## src/rtl/pmp_pkg.sv

```systemverilog
package pmp_pkg;
  typedef enum logic [2:0] {
    PMP_SETTLE,
    PMP_MARK,
    PMP_PULSE_ON,
    PMP_PULSE_OFF,
    PMP_PARK
  } pmp_state_e;
endpackage

```

## src/rtl/pmp_sync.sv

```systemverilog
module pmp_sync #(
  parameter int WIDTH  = 1,
  parameter int STAGES = 2
) (
  input  logic             clk,
  input  logic             rst,
  input  logic [WIDTH-1:0] d_i,
  output logic [WIDTH-1:0] q_o
);
  logic [WIDTH-1:0] stg_q [STAGES];

  for (genvar g = 0; g < STAGES; g++) begin : g_stage
    if (g == 0) begin : g_first
      always_ff @(posedge clk) begin
        if (rst) stg_q[g] <= '0;
        else     stg_q[g] <= d_i;
      end
    end else begin : g_next
      always_ff @(posedge clk) begin
        if (rst) stg_q[g] <= '0;
        else     stg_q[g] <= stg_q[g-1];
      end
    end
  end

  assign q_o = stg_q[STAGES-1];
endmodule

```

## src/rtl/pmp_timer.sv

```systemverilog
module pmp_timer #(
  parameter int TW      = 8,
  parameter int RST_VAL = 0
) (
  input  logic          clk,
  input  logic          rst,
  input  logic          load_i,
  input  logic [TW-1:0] load_val_i,
  output logic          expired_o
);
  logic [TW-1:0] cnt_q;

  // Loaded with ticks-1, so a phase lasts exactly "ticks" cycles.
  always_ff @(posedge clk) begin
    if (rst)               cnt_q <= TW'(RST_VAL);
    else if (load_i)       cnt_q <= load_val_i;
    else if (cnt_q != '0)  cnt_q <= cnt_q - 1'b1;
  end

  assign expired_o = (cnt_q == '0);

  AST_TIMER_FLOOR: assert property (@(posedge clk) disable iff (rst)
    (!load_i && cnt_q == '0) |=> cnt_q == '0);
endmodule

```

## src/rtl/pmp_encode.sv

```systemverilog
module pmp_encode #(
  parameter int MODE_W       = 4,
  parameter int GUARD_OFFSET = 15,
  parameter bit NOISE_IMMUNE = 1'b0,
  parameter int CNT_W        = 8
) (
  input  logic [MODE_W-1:0] sw_n_i,
  output logic [CNT_W-1:0]  count_o
);
  logic [MODE_W-1:0] code;
  logic [CNT_W-1:0]  base;

  assign code = ~sw_n_i;
  assign base = CNT_W'(code) + CNT_W'(GUARD_OFFSET);

  if (NOISE_IMMUNE) begin : g_scaled
    logic [CNT_W-1:0] plus1;
    assign plus1   = base + 1'b1;
    assign count_o = {plus1[CNT_W-3:0], 2'b00};
  end else begin : g_plain
    assign count_o = base;
  end
endmodule

```

## src/rtl/pmp_fsm.sv

```systemverilog
module pmp_fsm
  import pmp_pkg::*;
#(
  parameter int TW         = 8,
  parameter int CNT_W      = 8,
  parameter int STAB_TICKS = 4,
  parameter int ON_TICKS   = 4,
  parameter int OFF_TICKS  = 4
) (
  input  logic             clk,
  input  logic             rst,
  input  logic             por_i,
  input  logic             btn_i,
  input  logic             expired_i,
  input  logic [CNT_W-1:0] count_i,
  output logic             load_o,
  output logic [TW-1:0]    load_val_o,
  output logic             pwr_en_n_o
);
  pmp_state_e       state_q, state_d;
  logic [CNT_W-1:0] remain_q, remain_d;
  logic             out_d;

  always_comb begin
    state_d    = state_q;
    remain_d   = remain_q;
    load_o     = 1'b0;
    load_val_o = '0;
    case (state_q)
      PMP_SETTLE: if (expired_i) begin
        if (por_i || !btn_i) begin
          state_d = PMP_PARK;
        end else begin
          state_d    = PMP_MARK;
          load_o     = 1'b1;
          load_val_o = TW'(STAB_TICKS - 1);
        end
      end
      PMP_MARK: if (expired_i) begin
        remain_d = count_i;
        if (count_i == '0) begin
          state_d = PMP_PARK;
        end else begin
          state_d    = PMP_PULSE_ON;
          load_o     = 1'b1;
          load_val_o = TW'(ON_TICKS - 1);
        end
      end
      PMP_PULSE_ON: if (expired_i) begin
        state_d    = PMP_PULSE_OFF;
        load_o     = 1'b1;
        load_val_o = TW'(OFF_TICKS - 1);
      end
      PMP_PULSE_OFF: if (expired_i) begin
        remain_d = remain_q - 1'b1;
        if (remain_q == CNT_W'(1)) begin
          state_d = PMP_PARK;
        end else begin
          state_d    = PMP_PULSE_ON;
          load_o     = 1'b1;
          load_val_o = TW'(ON_TICKS - 1);
        end
      end
      default: state_d = PMP_PARK;
    endcase
    out_d = !(state_d == PMP_PULSE_ON || state_d == PMP_PARK);
  end

  always_ff @(posedge clk) begin
    if (rst) begin
      state_q    <= PMP_SETTLE;
      remain_q   <= '0;
      pwr_en_n_o <= 1'b1;
    end else begin
      state_q    <= state_d;
      remain_q   <= remain_d;
      pwr_en_n_o <= out_d;
    end
  end

  AST_RELEASE_OFF: assert property (@(posedge clk) disable iff (rst)
    $past(rst) |-> pwr_en_n_o);
  AST_POR_PRIORITY: assert property (@(posedge clk) disable iff (rst)
    (state_q == PMP_SETTLE && expired_i && por_i) |=> state_q == PMP_PARK);
  AST_PULSE_NONZERO: assert property (@(posedge clk) disable iff (rst)
    (state_q == PMP_PULSE_ON || state_q == PMP_PULSE_OFF) |-> remain_q != '0);
  AST_COUNT_STEP: assert property (@(posedge clk) disable iff (rst)
    (state_q == PMP_PULSE_OFF && expired_i) |=> remain_q == $past(remain_q) - 1'b1);
  AST_PARK_STICKY: assert property (@(posedge clk) disable iff (rst)
    (state_q == PMP_PARK) |=> (state_q == PMP_PARK && !pwr_en_n_o));
endmodule

```

## src/rtl/pcycle_mode_prog.sv

```systemverilog
module pcycle_mode_prog #(
  parameter int MODE_W         = 4,
  parameter int GUARD_OFFSET   = 15,
  parameter bit NOISE_IMMUNE   = 1'b0,
  parameter int DEBOUNCE_TICKS = 30000000,
  parameter int STAB_TICKS     = 1500000,
  parameter int ON_TICKS       = 5000000,
  parameter int OFF_TICKS      = 5000000,
  parameter int SYNC_STAGES    = 2
) (
  input  logic              clk,
  input  logic              rst,
  input  logic              por_flag_i,
  input  logic              btn_flag_i,
  input  logic [MODE_W-1:0] mode_sw_n_i,
  output logic              pwr_en_n_o
);
  localparam int MAX_A = (DEBOUNCE_TICKS > STAB_TICKS) ? DEBOUNCE_TICKS : STAB_TICKS;
  localparam int MAX_B = (ON_TICKS > OFF_TICKS) ? ON_TICKS : OFF_TICKS;
  localparam int MAX_T = (MAX_A > MAX_B) ? MAX_A : MAX_B;
  localparam int TW    = $clog2(MAX_T + 1);
  localparam int MAX_C = ((2 ** MODE_W) + GUARD_OFFSET) * 4;
  localparam int CNT_W = $clog2(MAX_C + 1);
  localparam int SW    = MODE_W + 2;

  logic [SW-1:0]     raw_in, synced;
  logic              por_s, btn_s;
  logic [MODE_W-1:0] sw_n_s;
  logic [CNT_W-1:0]  count;
  logic              load, expired;
  logic [TW-1:0]     load_val;

  assign raw_in = {por_flag_i, btn_flag_i, mode_sw_n_i};
  assign por_s  = synced[SW-1];
  assign btn_s  = synced[SW-2];
  assign sw_n_s = synced[MODE_W-1:0];

  pmp_sync #(.WIDTH(SW), .STAGES(SYNC_STAGES)) u_sync (
    .clk(clk), .rst(rst), .d_i(raw_in), .q_o(synced)
  );

  pmp_encode #(
    .MODE_W(MODE_W), .GUARD_OFFSET(GUARD_OFFSET),
    .NOISE_IMMUNE(NOISE_IMMUNE), .CNT_W(CNT_W)
  ) u_encode (
    .sw_n_i(sw_n_s), .count_o(count)
  );

  pmp_timer #(.TW(TW), .RST_VAL(DEBOUNCE_TICKS - 1)) u_timer (
    .clk(clk), .rst(rst), .load_i(load), .load_val_i(load_val),
    .expired_o(expired)
  );

  pmp_fsm #(
    .TW(TW), .CNT_W(CNT_W), .STAB_TICKS(STAB_TICKS),
    .ON_TICKS(ON_TICKS), .OFF_TICKS(OFF_TICKS)
  ) u_fsm (
    .clk(clk), .rst(rst), .por_i(por_s), .btn_i(btn_s),
    .expired_i(expired), .count_i(count), .load_o(load),
    .load_val_o(load_val), .pwr_en_n_o(pwr_en_n_o)
  );
endmodule

```

## config.mk

```make
export PLATFORM = sky130hd
export DESIGN_NAME = pcycle_mode_prog
export DESIGN_NICKNAME = d
export VERILOG_FILES = /design/src/rtl/pmp_pkg.sv /design/src/rtl/pmp_sync.sv /design/src/rtl/pmp_timer.sv /design/src/rtl/pmp_encode.sv /design/src/rtl/pmp_fsm.sv /design/src/rtl/pcycle_mode_prog.sv
export SDC_FILE = /design/constraint.sdc
export NUM_CORES = 1
export LEC_CHECK = 0
export ABC_CLOCK_PERIOD_IN_PS = 2850
export BUFFER_PORTS_ARGS = -buffer_cell sky130_fd_sc_hd__buf_2
export CORE_MARGIN = 3
export CORE_UTILIZATION = 48
export DETAILED_ROUTE_END_ITERATION = 8
export HOLD_SLACK_MARGIN = 0.03
export SLEW_MARGIN = 0
export SYNTH_ARGS = -nofsm -noshare
export SYNTH_HDL_FRONTEND = slang
export SYNTH_SLANG_ARGS = --single-unit
```

## constraint.sdc

```tcl
create_clock -name clk -period 2.85 [get_ports clk]
set_input_delay 0.4275 -clock clk [delete_from_list [all_inputs] [get_ports clk]]
set_output_delay 0.4275 -clock clk [all_outputs]
set_load 0.02 [all_outputs]
```

==> results_dict.tcl <==
set metrics [dict create \
    outcome "completed" \
    finalHoldWorstSlack_ps 319 \
    cts.sinks 48 \
    min_path_type "primary input to flip-flop" \
    die_h_um 75.1 \
    ir_drop_uv 268 \
    num_io_pins 9 \
    postCtsSetupBuffers 0 \
    wl_per_cell_um 14.2 \
    maxSlewHeadroom_pct 57.9 \
    fin_crit_sh_pct 94.2 \
    synth_area_leader_cell "dfxtp_1" \
    crit_path_top_delay_cell "or4_4" \
    powerDensity_nw_per_um2 520 \
    drv_cap 0 \
    antenna_found_initial 0 \
    diodes 0 \
    max_freq_mhz 373 \
    hpwlAfterDp_um 3400 \
    fin_area_um2 2550 \
    first_pass_iters 4 \
    worst_slack_ps 166 \
    yosysSeqAreaShare_pct 41.9 \
    nNetsFinal 302 \
    overflow 0 \
    grt_usage_pct 19.3 \
    critPathCapture "u_fsm.remain_q[6]$_SDFFE_PP0P_" \
    grt_pass1_vias 1656 \
    mostFrequentLayoutCells "dfxtp_1, nor2_1, o21ai_0, a21oi_1, nand2_1" \
    die_w_um 75.1 \
    cts_buffers 5 \
    met1_length_um 2590 \
    synthCells 277 \
    port_buffers 8 \
    drtIter0Drc 98 \
    finalSetupTns_ps 0 \
    tritoncts "done" \
    worst_slew_pin_slew_ps 622 \
    syn_nets 291 \
    crit-reg2reg-capture "u_fsm.remain_q[6]$_SDFFE_PP0P_" \
    r2r_slack_ps 170 \
    cts_root_buffer "clkbuf_8" \
    dieArea_um2 5640 \
    start_util_pct 51.2 \
    wl_um 4860 \
    dr_total_vias 1878 \
    power.total_mw 1.32 \
    clock_latency_ps 310 \
    path_class "flip-flop to flip-flop" \
    grt_setup_unrepaired "no" \
    final.min_clock_period_ps 2680 \
    drt_drc_violations_left 0 \
    reg2reg_depth 5 \
    critPathMaxStageDelay_ps 620 \
    worstSetupEndpointType "flip-flop" \
    wl_met3_um 217 \
    timing.rr.start "u_timer.cnt_q[19]$_SDFFE_PP1P_" \
    syn_area_um2 2290 \
    layout_commonest_cell "dfxtp_1" \
    crit_chain "or4_4 > or4_4 > or4_4 > or4b_1 > a21oi_1" \
    layout-drive-gt1-share_pct 11.8 \
    wl_met2_um 1980 \
    finalSetupViolCount 0 \
    synth.area.top_cells "dfxtp_1, o21ai_0, nor2_1" \
    drv_slew 0 \
    h-tree-depth 2 \
    hold_viol 0 \
    crit_path_max_fanout 13 \
    num_rows 24 \
    clock_skew_ps 6.19 \
    path_clk_slew_ps 90 \
    synth_cell_types 40 \
    dpl_cell_area_um2 2410 \
    pre_cts_ws_ps 187 \
    coreArea_um2 4470 \
    area_growth_pct 11.2 \
    final_antenna_net_count 0 \
    synth_top_area_share_pct 41.9 \
    crit_path_start "u_timer.cnt_q[19]$_SDFFE_PP1P_" \
    ys_ff_latch 48 \
    grt_first_pass_wirelength_um 8100 \
    cp.required_ps 3090 \
    crit_arrival_ps 2930 \
    clockBufferDepth 2 \
    leakage_nw 0.926 \
    gp_congestion 0.758 \
    postCtsHoldBufs 0 \
    yosysWarnings 0 \
    crit_path_frequent_cell "or4_4" \
    crit_path_start_kind "flip-flop" \
    ctsResizeCount 0 \
    avgViaCountPerCell 5.51 \
    syn_area_per_cell_um2 8.27 \
    grt_max_degree 34 \
    dr.max_layer_used "met4" \
]
[Yosys cell counts (all sizes together)]
library cell / number
or2: 6
or4b: 1
nand3b: 3
and4: 1
o31ai: 2
nor3: 13
ha: 6
a21oi: 17
a211o: 1
and3: 1
or3: 10
nand4: 3
a31oi: 3
o41ai: 1
nand2: 15
mux2i: 3
nor2b: 14
buf: 1
nor4: 12
nor2: 30
clkbuf: 11
inv: 10
o32ai: 1
o211a: 1
o31a: 2
or4: 5
nand2b: 2
nand3: 7
dfxtp: 48
o21bai: 1
a21o: 1
xor2: 6
nor4b: 2
o21ai: 25
xnor2: 5
nor3b: 3
a32oi: 1
or3b: 1
a211oi: 2
[power breakdown]
group          internal (mW)  switching [mW]
clock network          0.353           0.243
logic                 0.0168          0.0222
registers              0.682         0.00725
[flip-flops by register name, indices dropped and copies added (netlist names)]
| register | flops |
|---|---|
| u_fsm.remain_q | 7 |
| u_fsm.state_q | 3 |
| u_sync.stg_q | 12 |
| u_timer.cnt_q | 25 |
| u_fsm.pwr_en_n_o | 1 |
[cell families (layout without fill, tap and decap cells)]
logic type      after synthesis  count (layout)  share of synthesized area (%)
compound gates               58              58                           14.7
xor+xnor                     11              11                           4.21
buf+inv                      22              34                           3.66
simple gates                129             129                           30.9
mux                           3               3                           1.31
flops                        48              48                           41.9
fa+ha+maj                     6               6                           3.28
[critical path: cells and delay by family, from the launching register on]
family | cells | cell delay, ps
and+or+nand+nor | 4 | 2120
AOI/OAI and AO/OA | 1 | 140
DFF | 1 | 350
[worst min-delay path by stage]
stage                     cells after the start                          start  slack (ps)                             to
after floorplan                               1  u_sync.stg_q[0][0]$_SDFF_PP0_         410  u_sync.stg_q[1][0]$_SDFF_PP0_
after global placement                        1  u_sync.stg_q[0][0]$_SDFF_PP0_         420  u_sync.stg_q[1][0]$_SDFF_PP0_
after detailed placement                      1  u_sync.stg_q[0][0]$_SDFF_PP0_         430  u_sync.stg_q[1][0]$_SDFF_PP0_
after CTS                                     2                 mode_sw_n_i[1]         310  u_sync.stg_q[0][1]$_SDFF_PP0_
after global routing                          2                 mode_sw_n_i[0]         300  u_sync.stg_q[0][0]$_SDFF_PP0_
final                                         2                 mode_sw_n_i[1]         320  u_sync.stg_q[0][1]$_SDFF_PP0_
[final cells by class]
type,count,area [µm²]
Sequential cell,48,961
Multi-Input combinational cell,207,1250
Inverter,10,37.5
Clock buffer,5,68.8
Fill cell,426,1930
Clock inverter,3,68.8
Timing Repair Buffer,16,100
Tap cell,52,65.1
[stage by stage]
stage | util [%] | cells
after floorplan | - | 277
after global placement | 53.9 | 333
after detailed placement | 53.9 | 333
after CTS | 56.9 | 341
after global routing | 56.9 | 341
final | 56.9 | 341
[routing by layer]
metal  global-route usage, %  vias up
met1                    28.1      836
met4                    7.11        0
met2                    26.7       34
li1                        -     1002
met3                    5.61        6
met5                       0        -
Power figures use the tool's default switching activity.
